$ cat src/rtl/seg_xlate_pkg.sv
`timescale 1ns/1ps
package seg_xlate_pkg;
  localparam int SEG_CNT   = 6;
  localparam int SEG_IDX_W = 3;

  // slot codes: decoded by both write and override paths
  localparam logic [SEG_IDX_W-1:0] SLOT_EXTRA = 3'd0;
  localparam logic [SEG_IDX_W-1:0] SLOT_CODE  = 3'd1;
  localparam logic [SEG_IDX_W-1:0] SLOT_STACK = 3'd2;
  localparam logic [SEG_IDX_W-1:0] SLOT_DATA  = 3'd3;

  typedef enum logic [1:0] {
    KIND_DATA   = 2'd0,
    KIND_FETCH  = 2'd1,
    KIND_STACK  = 2'd2,
    KIND_STRDST = 2'd3
  } accKind_e;

  typedef struct packed {
    logic [SEG_CNT-1:0]   loadMask;
    logic [SEG_IDX_W-1:0] segSel;
    logic                 realLoad;
    logic                 fire;
    logic                 chkPriv;
    logic                 chkWrite;
    logic                 maskA20;
  } ctrlStrobe_t;
endpackage

$ cat src/rtl/seg_ctrl.sv
`timescale 1ns/1ps
module seg_ctrl
  import seg_xlate_pkg::*;
(
  input  logic                 peMode,
  input  logic                 a20En,
  input  logic                 wrEn,
  input  logic [SEG_IDX_W-1:0] wrSeg,
  input  logic                 reqValid,
  input  logic [1:0]           reqKind,
  input  logic                 reqOvrEn,
  input  logic [SEG_IDX_W-1:0] reqOvrSeg,
  input  logic                 reqWrite,
  output ctrlStrobe_t          strobe
);
  logic [SEG_CNT-1:0]   loadBits;
  logic [SEG_IDX_W-1:0] pick;
  accKind_e             kind;

  assign kind = accKind_e'(reqKind);

  // one strobe per slot; codes past the last slot match nothing
  for (genvar i = 0; i < SEG_CNT; i++) begin : g_load
    assign loadBits[i] = wrEn && (wrSeg == SEG_IDX_W'(i));
  end

  always_comb begin
    unique case (kind)
      KIND_FETCH:  pick = SLOT_CODE;
      KIND_STACK:  pick = SLOT_STACK;
      KIND_STRDST: pick = SLOT_EXTRA;
      default:     pick = (reqOvrEn && (reqOvrSeg < SEG_IDX_W'(SEG_CNT))) ? reqOvrSeg : SLOT_DATA;
    endcase
  end

  always_comb begin
    strobe.loadMask = loadBits;
    strobe.segSel   = pick;
    strobe.realLoad = !peMode;
    strobe.fire     = reqValid;
    strobe.chkPriv  = peMode && ((kind == KIND_DATA) || (kind == KIND_STRDST));
    strobe.chkWrite = peMode && reqWrite && (kind != KIND_FETCH);
    strobe.maskA20  = !peMode && !a20En;
  end
endmodule

$ cat src/rtl/seg_dp.sv
`timescale 1ns/1ps
module seg_dp
  import seg_xlate_pkg::*;
#(
  parameter int ADDR_W     = 32,
  parameter int SEL_W      = 16,
  parameter int PARA_SHIFT = 4
) (
  input  logic              clk,
  input  logic              rstN,
  input  ctrlStrobe_t       strobe,
  input  logic [SEL_W-1:0]  wrSel,
  input  logic [ADDR_W-1:0] wrBase,
  input  logic [ADDR_W-1:0] wrLimit,
  input  logic [1:0]        wrDpl,
  input  logic              wrWritable,
  input  logic [ADDR_W-1:0] reqOffset,
  output logic              outValid,
  output logic [ADDR_W-1:0] outAddr,
  output logic              outLimitFault,
  output logic              outProtFault
);
  localparam logic [SEL_W-1:0] REAL_LIMIT = '1;
  localparam int               A20_BIT    = SEL_W + PARA_SHIFT;

  logic [ADDR_W-1:0] cBase  [SEG_CNT];
  logic [ADDR_W-1:0] cLimit [SEG_CNT];
  logic [1:0]        cDpl   [SEG_CNT];
  logic              cWr    [SEG_CNT];

  logic [ADDR_W-1:0] nBase, nLimit, eBase, eLimit, sum;
  logic [1:0]        nDpl, eDpl, cpl;
  logic              nWr, eWr, hitNew, limFault, privFault, wrFault;

  // content a write installs, by mode
  always_comb begin
    nBase  = strobe.realLoad ? ADDR_W'({wrSel, {PARA_SHIFT{1'b0}}}) : wrBase;
    nLimit = strobe.realLoad ? ADDR_W'(REAL_LIMIT) : wrLimit;
    nDpl   = strobe.realLoad ? 2'd0 : wrDpl;
    nWr    = strobe.realLoad ? 1'b1 : wrWritable;
  end

  always_ff @(posedge clk or negedge rstN) begin
    if (!rstN) begin
      for (int s = 0; s < SEG_CNT; s++) begin
        cBase[s]  <= '0;
        cLimit[s] <= ADDR_W'(REAL_LIMIT);
        cDpl[s]   <= '0;
        cWr[s]    <= 1'b1;
      end
    end else begin
      for (int s = 0; s < SEG_CNT; s++) begin
        if (strobe.loadMask[s]) begin
          cBase[s]  <= nBase;
          cLimit[s] <= nLimit;
          cDpl[s]   <= nDpl;
          cWr[s]    <= nWr;
        end
      end
    end
  end

  // write-first bypass for the selected slot and the code slot
  always_comb begin
    hitNew = strobe.loadMask[strobe.segSel];
    eBase  = hitNew ? nBase  : cBase[strobe.segSel];
    eLimit = hitNew ? nLimit : cLimit[strobe.segSel];
    eDpl   = hitNew ? nDpl   : cDpl[strobe.segSel];
    eWr    = hitNew ? nWr    : cWr[strobe.segSel];
    cpl    = strobe.loadMask[SLOT_CODE] ? nDpl : cDpl[SLOT_CODE];
  end

  always_comb begin
    sum = eBase + reqOffset;
    if (strobe.maskA20) sum[A20_BIT] = 1'b0;
    limFault  = reqOffset > eLimit;
    privFault = strobe.chkPriv && (cpl > eDpl);
    wrFault   = strobe.chkWrite && !eWr;
  end

  always_ff @(posedge clk or negedge rstN) begin
    if (!rstN) begin
      outValid      <= 1'b0;
      outAddr       <= '0;
      outLimitFault <= 1'b0;
      outProtFault  <= 1'b0;
    end else begin
      outValid      <= strobe.fire && !limFault && !privFault && !wrFault;
      outLimitFault <= strobe.fire && limFault;
      outProtFault  <= strobe.fire && (privFault || wrFault);
      if (strobe.fire) outAddr <= sum;
    end
  end
endmodule

$ cat src/rtl/seg_xlate_unit.sv
`timescale 1ns/1ps
module seg_xlate_unit
  import seg_xlate_pkg::*;
#(
  parameter int ADDR_W = 32,
  parameter int SEL_W  = 16
) (
  input  logic                 clk,
  input  logic                 rstN,
  input  logic                 peMode,
  input  logic                 a20En,
  input  logic                 wrEn,
  input  logic [SEG_IDX_W-1:0] wrSeg,
  input  logic [SEL_W-1:0]     wrSel,
  input  logic [ADDR_W-1:0]    wrBase,
  input  logic [ADDR_W-1:0]    wrLimit,
  input  logic [1:0]           wrDpl,
  input  logic                 wrWritable,
  input  logic                 reqValid,
  input  logic [1:0]           reqKind,
  input  logic                 reqOvrEn,
  input  logic [SEG_IDX_W-1:0] reqOvrSeg,
  input  logic [ADDR_W-1:0]    reqOffset,
  input  logic                 reqWrite,
  output logic                 outValid,
  output logic [ADDR_W-1:0]    outAddr,
  output logic                 outLimitFault,
  output logic                 outProtFault
);
  ctrlStrobe_t ctrlStrobe;

  seg_ctrl u_ctrl (
    .peMode(peMode), .a20En(a20En), .wrEn(wrEn), .wrSeg(wrSeg),
    .reqValid(reqValid), .reqKind(reqKind), .reqOvrEn(reqOvrEn),
    .reqOvrSeg(reqOvrSeg), .reqWrite(reqWrite), .strobe(ctrlStrobe)
  );

  seg_dp #(.ADDR_W(ADDR_W), .SEL_W(SEL_W)) u_dp (
    .clk(clk), .rstN(rstN), .strobe(ctrlStrobe), .wrSel(wrSel),
    .wrBase(wrBase), .wrLimit(wrLimit), .wrDpl(wrDpl), .wrWritable(wrWritable),
    .reqOffset(reqOffset), .outValid(outValid), .outAddr(outAddr),
    .outLimitFault(outLimitFault), .outProtFault(outProtFault)
  );
endmodule

$ cat config.mk
export PLATFORM = sky130hd
export DESIGN_NAME = seg_xlate_unit
export DESIGN_NICKNAME = d
export VERILOG_FILES = /design/src/rtl/seg_xlate_pkg.sv /design/src/rtl/seg_ctrl.sv /design/src/rtl/seg_dp.sv /design/src/rtl/seg_xlate_unit.sv
export SDC_FILE = /design/constraint.sdc
export NUM_CORES = 1
export LEC_CHECK = 0
export ABC_AREA = 1
export BUFFER_PORTS_ARGS = -buffer_cell sky130_fd_sc_hd__buf_4
export CORE_ASPECT_RATIO = 0.9
export CORE_MARGIN = 2
export CORE_UTILIZATION = 55
export DETAILED_ROUTE_END_ITERATION = 16
export PLACE_DENSITY = 0.7
export REMOVE_ABC_BUFFERS = 1
export SLEW_MARGIN = 20
export SYNTH_ARGS = -nofsm -noshare
export SYNTH_HDL_FRONTEND = slang
export SYNTH_SLANG_ARGS = --single-unit
export TNS_END_PERCENT = 100
$ cat constraint.sdc
create_clock -name clk -period 7.3 [get_ports clk]
set_input_delay 1.46 -clock clk [delete_from_list [all_inputs] [get_ports clk]]
set_output_delay 1.46 -clock clk [all_outputs]
set_load 0.02 [all_outputs]
==> reports/summary.md <==
Before antenna repair, the detailed router went through 7 iterations. After synthesis, the largest area contributor takes up 36.44% of total cell area. Element type at the critical path end: a flop.

For the worst setup path, the data required time is 7.78 ns. Clock skew on the completed layout was measured at 0.02527 ns. The share of synthesized cell area in and, or, nand and nor gates is 23.22%, and the cell area after synthesis is 23,010 µm². In this run, post-CTS repair resized a total of 0 instances.

For the final routed database, the setup TNS stands at 0 ns. The area growth from synthesis to layout is 12.82%. Of the synthesized area, sequential elements account for 48.09%.

The filler cell count in the final layout is 3,668. The most repeated cell in the gate-level netlist after synthesis is sky130_fd_sc_hd__nand2_1. The most numerous cell type found on the critical path is sky130_fd_sc_hd__nand2_1. In the post-synthesis netlist, the biggest area contributors are sky130_fd_sc_hd__dfrtp_1 36%, sky130_fd_sc_hd__nand2_1 13%, sky130_fd_sc_hd__dfstp_2 12%, sky130_fd_sc_hd__o21ai_0 9.1%, sky130_fd_sc_hd__nor2_1 7.3%.

The total congestion overflow is 0. The category of the worst setup path launch point was an input port. In this run the vertical extent of the chip is 198.0 µm. The detail route stage leaves a number of antenna-violating nets equal to 0. For the maximum vdd ir drop, the log shows 0.1907 mV. The core region area came out at 41,570 µm².

In this run the worst setup path begins at reqKind[0]. The tightest min-delay check is of the reg2reg type. At the later pin of the worst-skew pair, clock insertion delay measures 0.59 ns. The placed instances occupy a cell area of 24,370 µm². The root buffer cell chosen for the clock tree is sky130_fd_sc_hd__clkbuf_16.

The routed wire length is 71,110 µm, and the post-route cell area is 25,960 µm². The largest stage delay on the critical path is 0.54 ns, and the number of nets in the layout is 3,196. Of the post-synthesis cell area, the part taken by muxes is 0.7831%. The HPWL after detailed placement is 43,910 µm. The xor-xnor portion of the synthesized cell area came out at 0.4949%.

The beginning of the worst register-to-register path is u_dp.cLimit[47]. The run finished with clean final reports. Across the run, the number of max-cap violations was 0.

For the max-slew violation count, the log shows 0. TritonCTS built the clock tree. Counting flops with a built-in enable in the synthesized netlist gives 0. Setup repair after global routing left no endpoint under its margin.

The synthesized design spends more area on one cell type than any other, namely sky130_fd_sc_hd__dfrtp_1. The clock net in this run drives a total of 437 sinks. For the initial antenna violation count, the log shows 0. Setup violations remaining at the end of the flow were counted as 0. Counting the buffers created by CTS gives 49. The routability congestion estimate from global placement is 0.9431, and the clock-pin slew of the registers on the worst-case setup and hold paths is 0.05 ns. For the post-route DRC violation count, the log shows 0. The final-report hold violation count came out at 0. For the worst setup path, the data arrival time is 5.87 ns.

For the count of buffers added by post-CTS timing repair for setup, the log shows 0. The run gives 166 as the total I/O pin count. On the critical path, the stage with the largest delay is an instance of sky130_fd_sc_hd__inv_4. Synthesis handed over a netlist of 2,946 instances. The first global-routing pass estimated 112,000 µm of wire. In the final routed layout, each cell accounts on average for 19.88 µm. Timing would allow up to 0.1855 GHz. In the global route stage, overall resource usage came out at 33.09%. For the Yosys warning count, the log shows 0.

The average via count per standard cell was 5.889. In this run the most critical hold path is launched from u_dp.cLimit[164]. A synthesized cell averages 7.810 µm². The clock tree synthesis step divided the H-tree into 2 levels. The clock passes through at most 3 buffers. The critical path is of the in2reg type. For the pin with the worst max-slew slack, the measured transition is 1.053 ns.

Most used flip-flop cell after synthesis: sky130_fd_sc_hd__dfrtp_1. The adder-cell area share of the yosys netlist works out to 3.785%. The cell area power density is 293.2 nW/µm², and the post-cts hold buffer count is 0. Walking the worst path, the cells encountered are buf_4 > inv_1 > ha_1 > nand3_2 > nand2_2 > buf_4 > nand2_1 > nand3_1 > nand2_1 > nand2_2 > nand2_4 > inv_4 > a22oi_1 > ha_1 > fa_1 > nand2_1 > a21oi_2 > a21oi_1 > o21ai_1 > nand2_1 > nand2_1 > or2_2 > nand3_1 > nand2_1. The synthesized netlist devotes 18.35% of its cell area to compound gates.

The post-synthesis sequential element count works out to 437. The run gives 2,386 as the count of routing violations after the opening detailed-route iteration. The total via count after detailed routing was 21.06k. The number of buffer cells added on primary ports works out to 165. The combinational family with the most area after synthesis is simple AND/OR/NAND/NOR gates. The hold slack was 0.4599 ns; the buffers plus inverters on the worst setup path was 4. The worst path needs 5.392 ns of the cycle, external delays included. The die is 219.6 µm wide. Counting instances in the post-synthesis netlist gives the leading cell types as 811 x sky130_fd_sc_hd__nand2_1, 450 x sky130_fd_sc_hd__nor2_1, 419 x sky130_fd_sc_hd__o21ai_0. The highest fanout seen on the critical path is 50. The cell family contributing the most delay on the critical path was simple AND/OR/NAND/NOR gates. The async set-or-reset flop fraction in the synthesized netlist was 100.0%; the leakage power was 12.08 nW.

The post-route netlist has 14.52% of its cells at a drive strength greater than 1. The initial utilization of the core area, before any placement, comes to 55.34%. The floorplan step defined a die boundary enclosing 43,490 µm².

The antenna diode count came out at 0. The number of rows created at floorplan came out at 71. The number of distinct library cell variants in the gate-level netlist after synthesis was 47. The number of global-route vias before repair came out at 20.32k. The post-route fraction of the period consumed by the critical path was 73.86%.

Measured against its own limit, the worst slew margin works out to 29.80%. Entering global routing, the biggest net connects 196 pins.
tightest hold or removal path, cell delays in order, from the launching register on:
cell                      delay, ns
sky130_fd_sc_hd__dfstp_2       0.36
sky130_fd_sc_hd__nand2_1       0.05
sky130_fd_sc_hd__nand2_1       0.04
power breakdown:
| group | total, W | internal, W | switching, W |
|---|---|---|---|
| Sequential | 0.00328 | 0.00298 | 0.000298 |
| Clock | 0.00247 | 0.00146 | 0.00101 |
| Combinational | 0.00186 | 0.000703 | 0.00116 |
stage by stage:
stage	std cells	util, %	setup WS (ns)	total power [W]
6_report	3577	62.44	1.908	0.007612
3_3_place_gp	3492	58.62	1.544	0.005078
5_1_grt	3577	62.44	1.622	0.008013
4_1_cts	3577	62.43	2.000	0.007607
2_1_floorplan	2747	-	-1.224	0.004427
3_5_place_dp	3492	58.62	1.412	0.005143
state kept, by name, summed over array words and instances (netlist names):
signal,cells
u_dp.outProtFault,1
u_dp.outAddr,32
u_dp.cLimit,192
u_dp.outLimitFault,1
u_dp.cBase,192
u_dp.cDpl,12
u_dp.outValid,1
u_dp.cWr,6
area by class of cell:
cell class	instances	area [µm²]	share of cell area [%]
Clock inverter	6	83.83	0.3230
Inverter	85	322.8	1.244
Clock buffer	79	1500	5.779
Tap cell	547	684.4	2.637
Sequential cell	437	11060	42.62
Multi-Input combinational cell	2225	10770	41.48
Timing Repair Buffer	198	1535	5.914
path summary, 6_finish.rpt:
| kind | end | slack (ns) | cells past startpoint |
|---|---|---|---|
| max in group asynchronous | u_dp.cBase[88] | 5.05 | 2 |
| min in group asynchronous | u_dp.cLimit[21] | 0.84 | 1 |
| max | u_dp.outAddr[18] | 1.91 | 24 |
| max reg2reg | u_dp.outLimitFault | 4.32 | 15 |
| min reg2reg | u_dp.cLimit[164] | 0.46 | 2 |
| min | u_dp.cLimit[164] | 0.46 | 2 |
cell usage in the layout, fill, tap and decap left out, types with 5 or more instances in the layout:
cell type and count:
sky130_fd_sc_hd__a21boi_0 6, sky130_fd_sc_hd__a21oi_1 104, sky130_fd_sc_hd__a22oi_1 15, sky130_fd_sc_hd__a31oi_1 90, sky130_fd_sc_hd__buf_4 193, sky130_fd_sc_hd__clkbuf_1 15
sky130_fd_sc_hd__clkbuf_16 50, sky130_fd_sc_hd__clkbuf_8 14, sky130_fd_sc_hd__dfrtp_1 335, sky130_fd_sc_hd__dfstp_2 102, sky130_fd_sc_hd__ha_1 68, sky130_fd_sc_hd__inv_1 73
sky130_fd_sc_hd__inv_2 10, sky130_fd_sc_hd__mux2_2 16, sky130_fd_sc_hd__nand2_1 810, sky130_fd_sc_hd__nand3_1 45, sky130_fd_sc_hd__nand4_1 9, sky130_fd_sc_hd__nor2_1 449
sky130_fd_sc_hd__nor2_4 6, sky130_fd_sc_hd__nor3_1 7, sky130_fd_sc_hd__o211ai_1 34, sky130_fd_sc_hd__o21a_1 5, sky130_fd_sc_hd__o21ai_0 419, sky130_fd_sc_hd__o21ai_1 8
sky130_fd_sc_hd__o21bai_1 7, sky130_fd_sc_hd__o22ai_1 64, sky130_fd_sc_hd__or2_2 22, sky130_fd_sc_hd__xnor2_1 9
layer usage:
layer	GRT usage (%)	part of all wire, %	vias to the layer above
met5	0	0	-
met4	13.35	3.8	0
met3	5.069	8.4	155
met2	51.70	45	899
met1	46.38	43	10114
li1	-	-	9896
kinds of logic after synthesis:
group,Yosys count
simple gates,1363
flops,437
mux,16
compound gates,764
fa+ha+maj,69
xor+xnor,13
buf+inv,284
Power figures use the tool's default switching activity.
